[src/rtl/uart_irq_ctl.sv]
module uart_irq_ctl #(
  parameter int FIFO_DEPTH = 64,
  parameter int DATA_W     = 32,
  localparam int LVL_W     = $clog2(FIFO_DEPTH + 1),
  localparam int NSRC      = 13
) (
  input  logic              clk,
  input  logic              rst_n,
  input  logic [NSRC-1:0]   ev_i,
  input  logic              ovr_i,
  input  logic              cts_i,
  input  logic [LVL_W-1:0]  tx_level_i,
  input  logic [LVL_W-1:0]  rx_level_i,
  input  logic              wr_en_i,
  input  logic [2:0]        wr_addr_i,
  input  logic [DATA_W-1:0] wr_data_i,
  input  logic [2:0]        rd_addr_i,
  output logic [DATA_W-1:0] rd_data_o,
  output logic [NSRC-1:0]   raw_o,
  output logic [NSRC-1:0]   masked_o,
  output logic              irq_o,
  output logic              rx_en_o,
  output logic              tx_en_o,
  output logic              ovr_o
);

  localparam logic [2:0] A_MASK = 3'd0, A_CMD = 3'd1, A_TXWM = 3'd2, A_RXWM = 3'd3,
                         A_RAW = 3'd4, A_MSK = 3'd5, A_FLG = 3'd6;
  localparam logic [NSRC-1:0] STICKY = 13'h1FAE;

  logic [NSRC-1:0]  mask_q, sticky_q, clr;
  logic [LVL_W-1:0] txwm_q, rxwm_q;
  logic             rx_en_q, tx_en_q, ovr_q, ovr_clr, rx_rst, tx_rst;

  wire       cmd_wr = wr_en_i && (wr_addr_i == A_CMD);
  wire [7:0] chan   = wr_data_i[11:4];

  always_comb begin
    clr = '0; ovr_clr = 1'b0; rx_rst = 1'b0; tx_rst = 1'b0;
    if (cmd_wr) begin
      case (chan)
        8'h01: begin clr = 13'h1C0E; ovr_clr = 1'b1; rx_rst = 1'b1; end
        8'h02: begin clr = 13'h0380; tx_rst = 1'b1; end
        8'h03: begin clr = 13'h1000; ovr_clr = 1'b1; end
        8'h04: clr = 13'h0C04;
        8'h07: clr = 13'h0020;
        8'h08: clr = 13'h0008;
        8'h30: clr = 13'h0080;
        8'h80: clr = 13'h0100;
        8'h81: clr = 13'h0200;
        default: ;
      endcase
    end
  end

  always_ff @(posedge clk or negedge rst_n) begin
    if (!rst_n) begin
      mask_q <= '0; txwm_q <= '0; rxwm_q <= '0; sticky_q <= '0;
      ovr_q <= 1'b0; rx_en_q <= 1'b0; tx_en_q <= 1'b0;
    end else begin
      sticky_q <= (sticky_q & ~clr) | (ev_i & STICKY);
      ovr_q    <= (ovr_q & ~ovr_clr) | ovr_i;
      if (wr_en_i && wr_addr_i == A_MASK) mask_q <= wr_data_i[NSRC-1:0];
      if (wr_en_i && wr_addr_i == A_TXWM) txwm_q <= wr_data_i[LVL_W-1:0];
      if (wr_en_i && wr_addr_i == A_RXWM) rxwm_q <= wr_data_i[LVL_W-1:0];
      if (cmd_wr) begin
        if (wr_data_i[1])      rx_en_q <= 1'b0;
        else if (wr_data_i[0]) rx_en_q <= 1'b1;
        else if (rx_rst)       rx_en_q <= 1'b0;
        if (wr_data_i[3])      tx_en_q <= 1'b0;
        else if (wr_data_i[2]) tx_en_q <= 1'b1;
        else if (tx_rst)       tx_en_q <= 1'b0;
      end
    end
  end

  always_comb begin
    raw_o    = sticky_q;
    raw_o[0] = (tx_level_i <= txwm_q);
    raw_o[4] = (rx_level_i > rxwm_q);
    raw_o[6] = cts_i;
  end

  assign masked_o = raw_o & mask_q;
  assign irq_o    = |masked_o;
  assign rx_en_o  = rx_en_q;
  assign tx_en_o  = tx_en_q;
  assign ovr_o    = ovr_q;

  always_comb begin
    rd_data_o = '0;
    case (rd_addr_i)
      A_MASK: rd_data_o[NSRC-1:0]  = mask_q;
      A_TXWM: rd_data_o[LVL_W-1:0] = txwm_q;
      A_RXWM: rd_data_o[LVL_W-1:0] = rxwm_q;
      A_RAW:  rd_data_o[NSRC-1:0]  = raw_o;
      A_MSK:  rd_data_o[NSRC-1:0]  = masked_o;
      A_FLG:  rd_data_o[2:0]       = {ovr_q, tx_en_q, rx_en_q};
      default: ;
    endcase
  end

  AST_TXRDY_LATCH: assert property (@(posedge clk) disable iff (!rst_n)
    ev_i[7] |=> raw_o[7]);
  AST_STICKY_HOLD: assert property (@(posedge clk) disable iff (!rst_n)
    (!cmd_wr && ((ev_i & STICKY) == '0)) |=> $stable(sticky_q));
  AST_STALE_CLEAR: assert property (@(posedge clk) disable iff (!rst_n)
    (cmd_wr && chan == 8'h08 && !ev_i[3]) |=> !raw_o[3]);
  AST_OVR_SET: assert property (@(posedge clk) disable iff (!rst_n)
    ovr_i |=> ovr_o);
  AST_RX_OFF_WINS: assert property (@(posedge clk) disable iff (!rst_n)
    (cmd_wr && wr_data_i[1]) |=> !rx_en_o);
  AST_MASK_ZERO_QUIET: assert property (@(posedge clk) disable iff (!rst_n)
    (mask_q == '0) |-> !irq_o);

endmodule

[config.mk]
export PLATFORM = sky130hd
export DESIGN_NAME = uart_irq_ctl
export DESIGN_NICKNAME = d
export VERILOG_FILES = /design/src/rtl/uart_irq_ctl.sv
export SDC_FILE = /design/constraint.sdc
export NUM_CORES = 1
export LEC_CHECK = 0
export ABC_AREA = 1
export BUFFER_PORTS_ARGS = -buffer_cell sky130_fd_sc_hd__buf_2
export CAP_MARGIN = 25
export CORE_MARGIN = 3
export CORE_UTILIZATION = 42
export DETAILED_ROUTE_END_ITERATION = 10
export HOLD_SLACK_MARGIN = 0.06
export PLACE_DENSITY = 0.76
export SLEW_MARGIN = 20
export SYNTH_ARGS = -nofsm -noshare
export SYNTH_HDL_FRONTEND = slang
export SYNTH_SLANG_ARGS = --single-unit
[constraint.sdc]
create_clock -name clk -period 1.3 [get_ports clk]
set_clock_uncertainty 0.1 [all_clocks]
set_input_delay 0.065 -clock clk [delete_from_list [all_inputs] [get_ports clk]]
set_output_delay 0.065 -clock clk [all_outputs]
set_load 0.01 [all_outputs]
After elaboration in Yosys (flattened, before gate mapping)
Index checks and enable logic that the tools add are counted.
{ "word_totals": {"ff_bits": 43, "inputBits": 70, "out_inout_bits": 62, "wordCells": 62} }
{ "op_classes": {"n_lt_le_gt_ge": 2, "eq_ne": 17, "muxes": 17, "bitwise_logic": 7, "n_reduce_logical": 12} }
{ "ops": {"columns": ["cell", "n"], "rows": [
  ["case mux 13 bit (9 select lines)", 1],
  ["AND 13 bit", 2],
  ["case mux 4 bit (5 select lines)", 1],
  ["case mux 3 bit (6 select lines)", 1],
  ["case mux 6 bit (3 select lines)", 1],
  ["== test 8 x 2 -> 1 bit, second input constant", 2],
  ["== test 8 x 3 -> 1 bit, second input constant", 2],
  ["== test 8 bit, second input constant", 2],
  ["2-to-1 mux 13 bit", 1],
  ["inverter 13 bit", 1],
  ["bitwise OR 13 bit", 1],
  ["OR reduction 13 bit", 1],
  ["== test 3 x 2 -> 1 bit, second input constant", 4],
  ["2-to-1 mux 1 bit", 12],
  ["== test 3 bit, second input constant", 3],
  ["== test 8 x 1 -> 1 bit, second input constant", 1],
  ["== test 8 x 4 -> 1 bit, second input constant", 1],
  ["== test 8 x 6 -> 1 bit, second input constant", 1],
  ["> comparator 7 bit", 1],
  ["<= comparator 7 bit", 1],
  ["logical NOT 3 bit", 2],
  ["nonzero test 3 bit", 2],
  ["logical AND 1 bit", 4],
  ["AND reduction 2 bit", 2],
  ["5 further kinds", 5]
]} }

Logic depth before layout (Yosys ltp)
{ "logic_depth": {"word_depth": 7, "depth_mapped": 11, "depth_no_buf": 11} }

Worst setup path after synthesis
No wires, ideal clock.
{ "synth_timing": {"path_kind": "reg2out", "startpoint": "register txwm_q[6]", "endpoint": "output port irq_o", "t_arrival_ns": 1.266, "required_time_ns": 1.135, "slack_ns": -0.131, "path_stages_with_launch": 9, "path_buffers": 0, "path_cell_list": "dfrtp_1 > inv_1 > ha_1 > a21o_1 > nor2_1 > nand2_1 > nand2_1 > nand2_1 > nand3_1"} }
{ "synth_between": {"elab_chain_cells": 3} }
{ "synth_lines": {"columns": ["item", "line", "source"], "rows": [
  ["from (decl)", "32", "logic [LVL_W-1:0] txwm_q, rxwm_q;"],
  ["from (signal assigned)", "64", "if (wr_en_i && wr_addr_i == A_TXWM) txwm_q <= wr_data_i[LVL_W-1:0];"],
  ["<= comparator 7 bit", "79", "raw_o[0] = (tx_level_i <= txwm_q);"],
  ["net raw_o[0]", "19", "output logic [NSRC-1:0] raw_o,"],
  ["AND 13 bit", "84", "assign masked_o = raw_o & mask_q;"],
  ["OR reduction 13 bit", "85", "assign irq_o = |masked_o;"],
  ["to (decl)", "21", "output logic irq_o,"]
]} }
The timed path passes the listed nets, and every way through them passes these cells.

Worst setup path in the final report
{ "layout_timing": {"startpoint": "register rxwm_q[2]", "endpoint": "output port irq_o"} }
{ "layout_between": {"elab_chain_cells": 3} }
{ "layout_lines": {"columns": ["item", "line", "source"], "rows": [
  ["from (decl)", "32", null],
  ["from (signal assigned)", "65", "if (wr_en_i && wr_addr_i == A_RXWM) rxwm_q <= wr_data_i[LVL_W-1:0];"],
  ["> comparator 7 bit", "80", "raw_o[4] = (rx_level_i > rxwm_q);"],
  ["AND 13 bit", "84", null],
  ["OR reduction 13 bit", "85", null]
]} }
No other way between the ends.

==> qor.yml <==
outcome: "finished with violations"
violations: "negative setup slack"
drt_iter0_drc: 284
slowest_stage: "dfrtp_1"
clock_path_buffers: 2
ys_warn_count: 0
synthCells: 376
place_ws_ns: -0.340
end_kind: "output port"
fin_crit_sh_pct: 149
layoutNonFillerInstCount: 624
grt_overflow: 0
syn_area_per_cell_um2: 7.37
peakVddDrop_uv: 517
num_rows: 28
total_power_mw: 4.26
cts_buffers: 5
most-common-layout-cells: "nand2_1, buf_2, inv_1, buf_4, dfrtp_1"
wirelength_mm: 9.01
slowest_delay_ns: 0.36
comb_power_share_pct: 43.8
start_util_pct: 44.9
cts.sink_count: 40
die_x_um: 87.2
cp_num_cells: 9
syn_area_um2: 2770
hold_class: "in -> reg"
firstDrtPassIters: 5
vias_per_cell: 5.00
stdcell_area_um2: 4290
io_pins: 132
cts_tree: "yes"
final-setup-viol-count: 18
die_y_um: 87.2
crit_type: "reg -> out"
drc: 0
hold_viol_final: 0
post-route-min-period_ns: 1.93
post_drt_wl_per_cell_um: 14.4
antenna_found_initial: 0
rsz0062_at_grt: "true"
power_density_nw_per_um2: 994
postLayoutCoreUtil_pct: 69.6
yosysSeqAreaShare_pct: 36.1
p_sw_share_pct: 35.3
htree_levels: 2
hold_ws_ns: 0.0422
grt_max_degree: 41
fin_nets: 632
power_report.internal_total_mw: 2.76
cp_cell_sequence: "inv_2, ha_1, a21oi_1, nand2_1, nand2_1, nand2_2, nand3_2, nand3_2, buf_6"
fillCellCount: 477
cap_violations: 0
reg2reg_depth: 4
dieArea_um2: 7610
reg2reg_slack_ns: 0.28
clk_pin_slew_ns: 0.08
pwr-share-seq_pct: 36.0
ys_seq_elements: 40
dp.cells: 580
antenna_cells: 0
grt_pass1_vias: 2956
cts_root_buf: "clkbuf_8"
p_leak_nw: 2.34
r2r_end: "rxwm_q[4]$_DFFE_PN0P_"
place_congestion: 0.899
start_kind: "flip-flop"
coreArea_um2: 6170
drive_above_1_share_pct: 40.1
place_area_um2: 3580
maxSlewViolCount: 0
clk_latency_ns: 0.29
switching_power_mw: 1.51
startpoint: "rxwm_q[2]$_DFFE_PN0P_"
fmax_ghz: 0.517
vias: 3119
grt_pass1_wl_mm: 13.6
clkPwrFrac_pct: 20.2
gr-usage-all-layers_pct: 22.9
setup_ws_ns: -0.634
crit_buf_inv: 2
syn_to_final_growth_pct: 54.8
layout_commonest_cell: "nand2_1"
critPathMaxFanout: 4
r2r_start: "rxwm_q[4]$_DFFE_PN0P_"
yosysUniqueCellTypes: 33
critPathRequiredTime_ns: 1.13
totalNegativeSetupSlack_ns: -5.10
worst_path_dominant_cell_family: "simple AND/OR/NAND/NOR gates"
cp.arrival_ns: 1.77
dp_hpwl_mm: 6.29
critPathCapture: "irq_o"
antenna_left: 0
place.port_buffers: 90
[kinds of logic after synthesis]
logic type      count (synthesis)  synth area share [%]
buf+inv                        96                  17.0
other cells                     1                 0.135
simple gates                  163                  26.8
flops                          40                  36.1
fa+ha+maj                      14                  6.32
compound gates                 60                  12.9
mux                             2                 0.813
[power groups by stage]
stage / clock, mW / combinational, mW / sequential [mW]
6_report: 0.860 / 1.87 / 1.54
3_3_place_gp: 0 / 1.39 / 1.53
2_1_floorplan: 0 / 0.756 / 1.54
3_5_place_dp: 0 / 1.44 / 1.53
5_1_grt: 0.931 / 2.06 / 1.56
4_1_cts: 0.876 / 1.67 / 1.53
[how the worst min path moves through the flow]
stage	depth (start not counted)	to	slack, ns	from
2_1_floorplan	0	mask_q[0]$_DFFE_PN0P_	-0.33	rst_n
3_3_place_gp	2	txwm_q[3]$_DFFE_PN0P_	-0.05	rst_n
3_5_place_dp	2	rxwm_q[6]$_DFFE_PN0P_	-0.05	rst_n
4_1_cts	3	mask_q[5]$_DFFE_PN0P_	0.07	wr_data_i[5]
5_1_grt	4	sticky_q[5]$_DFF_PN0_	0.08	wr_data_i[6]
6_report	4	sticky_q[5]$_DFF_PN0_	0.04	wr_data_i[6]
[registers in the layout, summed over array words and instances (netlist names)]
register	count
sticky_q	10
mask_q	13
ovr_o	1
rxwm_q	7
rx_en_o	1
tx_en_o	1
txwm_q	7
[worst min-delay path, cell delays in order]
cell and delay, ns:
buf_2 0.13, nand4_1 0.09, o31ai_1 0.07, nand2_1 0.05
[synthesized netlist by cell type]
cell	instances	area share (%)
nor3_1	4	0.72
nor2_2	1	0.23
inv_4	1	0.23
nand3_1	16	2.9
dfrtp_1	40	36
clkbuf_2	1	0.18
o21ai_0	31	5.6
buf_2	1	0.18
nand2_2	1	0.23
nand3b_1	1	0.27
mux2_2	2	0.81
o2111ai_1	3	0.95
conb_1	1	0.14
o31ai_1	1	0.27
nand4_2	1	0.45
nand2_1	117	16
nor2_4	1	0.41
a21oi_2	1	0.32
buf_6	4	1.6
inv_1	66	8.9
inv_2	3	0.41
ha_1	14	6.3
a21oi_1	9	1.6
nand4_1	7	1.6
o211ai_1	9	2.4
nand3_2	3	1.1
buf_4	20	5.4
a21o_1	4	1.1
o2bb2ai_1	1	0.32
nor2_8	1	0.72
a22oi_1	1	0.27
nor2_1	8	1.1
nand3_4	2	1.3
[per-layer routing]
layer / part of all wire, % / global-route usage, % / vias to the layer above
li1: - / - / 1508
met1: 42 / 29.5 / 1437
met3: 7.1 / 3.88 / 22
met5: 0 / 0 / -
met4: 1.9 / 6.69 / 0
met2: 49 / 39.3 / 152
[cell type report]
class	instances	area [µm²]	area share (%)
Multi-Input combinational cell	258	1580	36.9
Clock inverter	2	10.0	0.233
Tap cell	75	93.8	2.19
Timing Repair Buffer	173	1250	29.3
Clock buffer	6	82.6	1.92
Sequential cell	40	1000	23.3
Inverter	70	265	6.18
[what timing repair did]
action,in CTS,in global routing
hold buffers,28,1
pin swaps,30,24
endpoints found under the hold margin,73,3
setup endpoints to repair,18,26
resized for setup,36,32
setup buffers,6,6
Power figures use the tool's default switching activity.
